**config.mk**
```make
export PLATFORM = sky130hd
export DESIGN_NAME = gpio_irq_bank
export DESIGN_NICKNAME = d
export VERILOG_FILES = /design/src/rtl/gpio_irq_pkg.sv /design/src/rtl/gpio_sync.sv /design/src/rtl/gpio_trigger.sv /design/src/rtl/gpio_regs.sv /design/src/rtl/gpio_irq_bank.sv
export SDC_FILE = /design/constraint.sdc
export NUM_CORES = 1
export LEC_CHECK = 0
export BUFFER_PORTS_ARGS = -buffer_cell sky130_fd_sc_hd__buf_2
export CORE_ASPECT_RATIO = 2
export CORE_MARGIN = 4
export CORE_UTILIZATION = 50
export CTS_BUF_LIST = sky130_fd_sc_hd__clkbuf_8
export CTS_CLUSTER_SIZE = 24
export DETAILED_ROUTE_END_ITERATION = 8
export PLACE_DENSITY = 0.72
export SLEW_MARGIN = 20
export SYNTH_ARGS = -nofsm -noshare
export SYNTH_HDL_FRONTEND = slang
export SYNTH_SLANG_ARGS = --single-unit
```
**constraint.sdc**
```tcl
create_clock -name clk -period 2.9 [get_ports clk]
set_input_delay 0.145 -clock clk [delete_from_list [all_inputs] [get_ports clk]]
set_output_delay 0.145 -clock clk [all_outputs]
set_load 0.005 [all_outputs]
```
**src/rtl/gpio_irq_pkg.sv**
```systemverilog
package gpio_irq_pkg;
    localparam int unsigned ADDR_W = 3;

    typedef enum logic [ADDR_W-1:0] {
        SEL_DATA = 3'd0,
        SEL_DIR  = 3'd1,
        SEL_EN   = 3'd2,
        SEL_T0   = 3'd3,
        SEL_T1   = 3'd4,
        SEL_T2   = 3'd5,
        SEL_STAT = 3'd6,
        SEL_NONE = 3'd7
    } reg_sel_e;
endpackage

```
**src/rtl/gpio_sync.sv**
```systemverilog
module gpio_sync #(
    parameter int unsigned W      = 32,
    parameter int unsigned STAGES = 2
) (
    input  logic         clk,
    input  logic         rst_n,
    input  logic [W-1:0] din,
    output logic [W-1:0] dout
);
    logic [STAGES-1:0][W-1:0] chain_d, chain_q;

    always_comb begin
        chain_d[0] = din;
        for (int i = 1; i < STAGES; i++) begin
            chain_d[i] = chain_q[i-1];
        end
    end

    always_ff @(posedge clk) begin
        if (!rst_n) chain_q <= '0;
        else        chain_q <= chain_d;
    end

    assign dout = chain_q[STAGES-1];
endmodule

```
**src/rtl/gpio_trigger.sv**
```systemverilog
module gpio_trigger #(
    parameter int unsigned W = 32
) (
    input  logic         clk,
    input  logic         rst_n,
    input  logic [W-1:0] level,
    input  logic [W-1:0] en,
    input  logic [W-1:0] t0,
    input  logic [W-1:0] t1,
    input  logic [W-1:0] t2,
    output logic [W-1:0] hit
);
    logic [W-1:0] prev_d, prev_q;

    assign prev_d = level;

    always_ff @(posedge clk) begin
        if (!rst_n) prev_q <= '0;
        else        prev_q <= prev_d;
    end

    for (genvar p = 0; p < W; p++) begin : g_pin
        logic rise, fall, cond;
        always_comb begin
            rise = level[p] & ~prev_q[p];
            fall = ~level[p] & prev_q[p];
            if (t1[p])      cond = t0[p] ? level[p] : ~level[p];
            else if (t2[p]) cond = rise | fall;
            else if (t0[p]) cond = rise;
            else            cond = fall;
            hit[p] = en[p] & cond;
        end
    end
endmodule

```
**src/rtl/gpio_regs.sv**
```systemverilog
module gpio_regs
    import gpio_irq_pkg::*;
#(
    parameter int unsigned W = 32
) (
    input  logic              clk,
    input  logic              rst_n,
    input  logic [ADDR_W-1:0] reg_addr,
    input  logic              wr_en,
    input  logic [W-1:0]      wr_data,
    input  logic              rd_en,
    output logic [W-1:0]      rd_data,
    input  logic [W-1:0]      level,
    input  logic [W-1:0]      hit,
    output logic [W-1:0]      data_o,
    output logic [W-1:0]      dir_o,
    output logic [W-1:0]      en_o,
    output logic [W-1:0]      t0_o,
    output logic [W-1:0]      t1_o,
    output logic [W-1:0]      t2_o,
    output logic [W-1:0]      stat_o
);
    typedef struct packed {
        logic [W-1:0] data;
        logic [W-1:0] dir;
        logic [W-1:0] en;
        logic [W-1:0] t0;
        logic [W-1:0] t1;
        logic [W-1:0] t2;
        logic [W-1:0] stat;
        logic [W-1:0] rdata;
    } regs_t;

    regs_t    r_d, r_q;
    reg_sel_e sel;
    logic [W-1:0] clr, rmux;

    always_comb begin
        sel = reg_sel_e'(reg_addr);
        r_d = r_q;
        clr = '0;
        if (wr_en) begin
            case (sel)
                SEL_DATA: r_d.data = wr_data;
                SEL_DIR:  r_d.dir  = wr_data;
                SEL_EN:   r_d.en   = wr_data;
                SEL_T0:   r_d.t0   = wr_data;
                SEL_T1:   r_d.t1   = wr_data;
                SEL_T2:   r_d.t2   = wr_data;
                SEL_STAT: clr      = wr_data;
                default:  ;
            endcase
        end
        // a new event takes priority over a clear on the same bit
        r_d.stat = (r_q.stat & ~clr) | hit;
        case (sel)
            SEL_DATA: rmux = (r_q.data & r_q.dir) | (level & ~r_q.dir);
            SEL_DIR:  rmux = r_q.dir;
            SEL_EN:   rmux = r_q.en;
            SEL_T0:   rmux = r_q.t0;
            SEL_T1:   rmux = r_q.t1;
            SEL_T2:   rmux = r_q.t2;
            SEL_STAT: rmux = r_q.stat;
            default:  rmux = '0;
        endcase
        if (rd_en) r_d.rdata = rmux;
    end

    always_ff @(posedge clk) begin
        if (!rst_n) r_q <= '0;
        else        r_q <= r_d;
    end

    assign rd_data = r_q.rdata;
    assign data_o  = r_q.data;
    assign dir_o   = r_q.dir;
    assign en_o    = r_q.en;
    assign t0_o    = r_q.t0;
    assign t1_o    = r_q.t1;
    assign t2_o    = r_q.t2;
    assign stat_o  = r_q.stat;
endmodule

```
**src/rtl/gpio_irq_bank.sv**
```systemverilog
module gpio_irq_bank
    import gpio_irq_pkg::*;
#(
    parameter int unsigned NPINS       = 32,
    parameter int unsigned SYNC_STAGES = 2
) (
    input  logic              clk,
    input  logic              rst_n,
    input  logic [ADDR_W-1:0] reg_addr,
    input  logic              wr_en,
    input  logic [NPINS-1:0]  wr_data,
    input  logic              rd_en,
    output logic [NPINS-1:0]  rd_data,
    input  logic [NPINS-1:0]  pin_in,
    output logic [NPINS-1:0]  pin_out,
    output logic [NPINS-1:0]  pin_oe,
    output logic              irq
);
    logic [NPINS-1:0] level_w, hit_w, data_w, dir_w, en_w;
    logic [NPINS-1:0] t0_w, t1_w, t2_w, stat_w;

    gpio_sync #(.W(NPINS), .STAGES(SYNC_STAGES)) u_sync (
        .clk(clk), .rst_n(rst_n), .din(pin_in), .dout(level_w)
    );

    gpio_trigger #(.W(NPINS)) u_trig (
        .clk(clk), .rst_n(rst_n), .level(level_w), .en(en_w),
        .t0(t0_w), .t1(t1_w), .t2(t2_w), .hit(hit_w)
    );

    gpio_regs #(.W(NPINS)) u_regs (
        .clk(clk), .rst_n(rst_n), .reg_addr(reg_addr), .wr_en(wr_en),
        .wr_data(wr_data), .rd_en(rd_en), .rd_data(rd_data),
        .level(level_w), .hit(hit_w), .data_o(data_w), .dir_o(dir_w),
        .en_o(en_w), .t0_o(t0_w), .t1_o(t1_w), .t2_o(t2_w), .stat_o(stat_w)
    );

    assign pin_out = data_w;
    assign pin_oe  = dir_w;
    assign irq     = |stat_w;
endmodule

```
==> reports/qor.csv <==
metric,value,unit
post-place-ws,0.695,ns
crit_type,reg2out,
ios,168,
htreeDepth,2,
tns,0,ns
fin_skew,0.0227,ns
numClockSinks,352,
hold_class,in2reg,
slew_violations,0,
syn_area,16300,um2
cts_root_buf,clkbuf_8,
finalCritPeriodShare,82.0,%
grt_pass1_vias,14200,
worst_slew_pin_slew,0.770,ns
grt_pass1_wl,76700,um
synth_edf_count,0,
setup_ws,0.521,ns
nFillCells,2846,
rsz0062_at_grt,false,
cp_max_fo,3,
dp_hpwl,32400,um
chipWidth,136,um
seq_area,7050,um2
grt_max_degree,184,
clock_latency,0.60,ns
fin_crit,2.38,ns
synthFlopType,dfxtp_1,
post_route_cells_drive_above_1_share,16.5,%
seq_area_frac_synth,43.3,%
ys_ff_latch,352,
die-area,35700,um2
core,32200,um2
endpoint_kind,output port,
maxCapViolations,0,
syn_inst,1875,
cts_max_path_buffers,3,
first_pass_iters,7,
p_per_area,524,nW/um2
antenna_found_initial,1,
dr_total_vias,14400,
slew_headroom,48.5,%
synth.area.top_cells,"dfxtp_1 43%, nand2_1 11%, a21boi_0 10%, ha_1 4.9%, and2_1 3.8%",
post_drt_wl_per_cell,19.2,um
yosysTopAreaCell,dfxtp_1,
routed_wl,49100,um
first_iter_violations,1146,
overflow,0,
cts_tree,yes,
hold_viol,0,
avgSynthCellArea,8.69,um2
drcViolationCount,0,
ant_nets,0,
crit_path_start_kind,flip-flop,
drt-vias-per-instance,5.63,
power.leakage,7.31,nW
async_flop_share,0,%
track_usage,27.0,%
worstPathArrival,2.23,ns
rows,93,
fmax,0.420,GHz
fp.dieH,263,um
ys_warn_count,0,
postCtsHoldBufs,64,
finalNonFillerCells,2553,
dp.cells,2395,
status,completed,
io_buffers,167,
crit_required,2.76,ns
nets,2219,
netlist.area_leader.share,43.3,%
ir_drop,420,uV
area_delta_synth_final,18.4,%
ctsResizeCount,0,
cts-buffers-inserted,50,
multi_input_area,8470,um2
gp_congestion,0.907,
synth_cell_types,44,
post_cts_buffers,0,
path_clk_slew,0.07,ns
initial_core_util,50.5,%
finalSetupViolations,0,
syn_nets,2010,
-- cell usage after synthesis, types with 2 or more instances --
cell type / instances
nand2_1: 471
dfxtp_1: 352
a21boi_0: 218
and2_1: 99
clkbuf_1: 75
o21ai_0: 75
inv_1: 65
ha_1: 64
a21oi_1: 53
mux2_2: 44
a21boi_1: 38
mux2i_1: 38
buf_2: 37
o21a_1: 32
xnor2_1: 32
o211ai_1: 22
a221o_1: 15
a222oi_1: 15
nand3b_1: 15
nor2_1: 15
o21ai_1: 14
nor2b_1: 10
a221oi_1: 9
nor4_1: 8
a32o_1: 7
a22o_1: 6
a2bb2oi_1: 6
buf_4: 6
o31a_1: 5
o2bb2ai_1: 4
o31ai_1: 4
or2_2: 3
a31oi_1: 2
and3_1: 2
and3b_1: 2
buf_6: 2
nand3_1: 2
nand4_1: 2
-- cells by family (layout without fill, tap and decap cells) --
group | count (synthesis) | count (layout) | synth area share, %
adder cells (fa/ha/maj) | 64 | 64 | 4.92
AND/OR/NAND/NOR | 634 | 634 | 17.1
flip-flops | 352 | 352 | 43.3
AO/OA/AOI/OAI | 525 | 525 | 22.8
XOR/XNOR | 32 | 32 | 1.72
other | 0 | 2 | 0
buffers and inverters | 186 | 435 | 4.80
multiplexers | 82 | 82 | 5.38
-- layer usage --
layer / global-route usage (%) / vias up / wire [um]
met4: 15.2 / 0 / 2880
li1: - / 6785 / -
met2: 47.9 / 527 / 25000
met1: 30.6 / 6910 / 18300
met5: 0 / - / 0
met3: 3.79 / 163 / 2940
-- placed cells by master, fill, tap and decap left out, types with 3 or more instances in the layout --
cell / n
buf_2: 165
inv_1: 76
o31a_1: 5
a32o_1: 7
o2bb2ai_1: 4
a221oi_1: 9
nor2b_1: 7
o211ai_1: 22
a222oi_1: 15
clkbuf_8: 74
nor2_1: 13
and2_1: 100
a2bb2oi_1: 6
a22o_1: 6
o21a_1: 32
buf_4: 44
o21ai_1: 14
mux2_2: 44
a21boi_1: 38
ha_1: 64
nor4_1: 8
dlygate4sd3_1: 64
o21ai_0: 75
a221o_1: 15
dfxtp_1: 352
clkinv_2: 8
xnor2_1: 32
o31ai_1: 4
buf_12: 4
a21oi_1: 53
a21boi_0: 218
nand2_1: 471
mux2i_1: 38
nor2b_2: 4
or2_2: 3
nand3b_1: 15
-- through the flow --
stage          power (mW)  hold WS [ns]  utilization, %  instance area, um2
6_report             10.1         0.110            59.8               19300
3_5_place_dp         5.99         0.355            54.4               17500
3_3_place_gp         5.97         0.350            54.4               17500
4_1_cts              10.2        0.0628            59.8               19300
2_1_floorplan        5.63         0.272               -               16300
5_1_grt              10.5         0.125            59.8               19300
-- final cells by class --
type | count | area share, %
repair buffers | 278 | 9.81
clock inverters | 19 | 0.422
flip-flops and latches | 352 | 36.6
inverters | 65 | 1.27
well taps | 427 | 2.77
clock buffers | 73 | 5.21
diodes | 2 | 0.0260
multi-input cells | 1337 | 43.9
-- final timing paths --
path,start,cells after the start,to,slack (ns)
setup / recovery,u_regs.stat_o[12],4,irq,0.52
setup reg to reg,u_sync.dout[1],6,u_regs.stat_o[1],1.32
hold reg to reg,u_sync.chain_d[51],1,u_sync.dout[19],0.43
hold / removal,reg_addr[1],3,u_regs.rd_data[17],0.11
-- power breakdown --
part	internal [mW]	switching, mW	leakage, nW
combinational	0.383	0.501	3.84
clock	2.22	1.93	0.615
sequential	4.96	0.110	2.86
total	7.57	2.54	7.31
-- sequential cells by signal, indices dropped and copies added, names as in the netlist --
register	count
u_regs.rd_data	32
u_regs.en_o	32
u_regs.data_o	32
u_regs.t2_o	32
u_regs.stat_o	32
u_sync.chain_d	32
u_trig.prev_q	32
u_regs.dir_o	32
u_regs.t0_o	32
u_sync.dout	32
u_regs.t1_o	32
-- critical path: stages, from the launching register on --
cell     delay [ns]
dfxtp_1        0.34
nor4_1         0.54
nand4_1        0.26
or2_2          0.37
buf_2          0.14
Power figures use the tool's default switching activity.
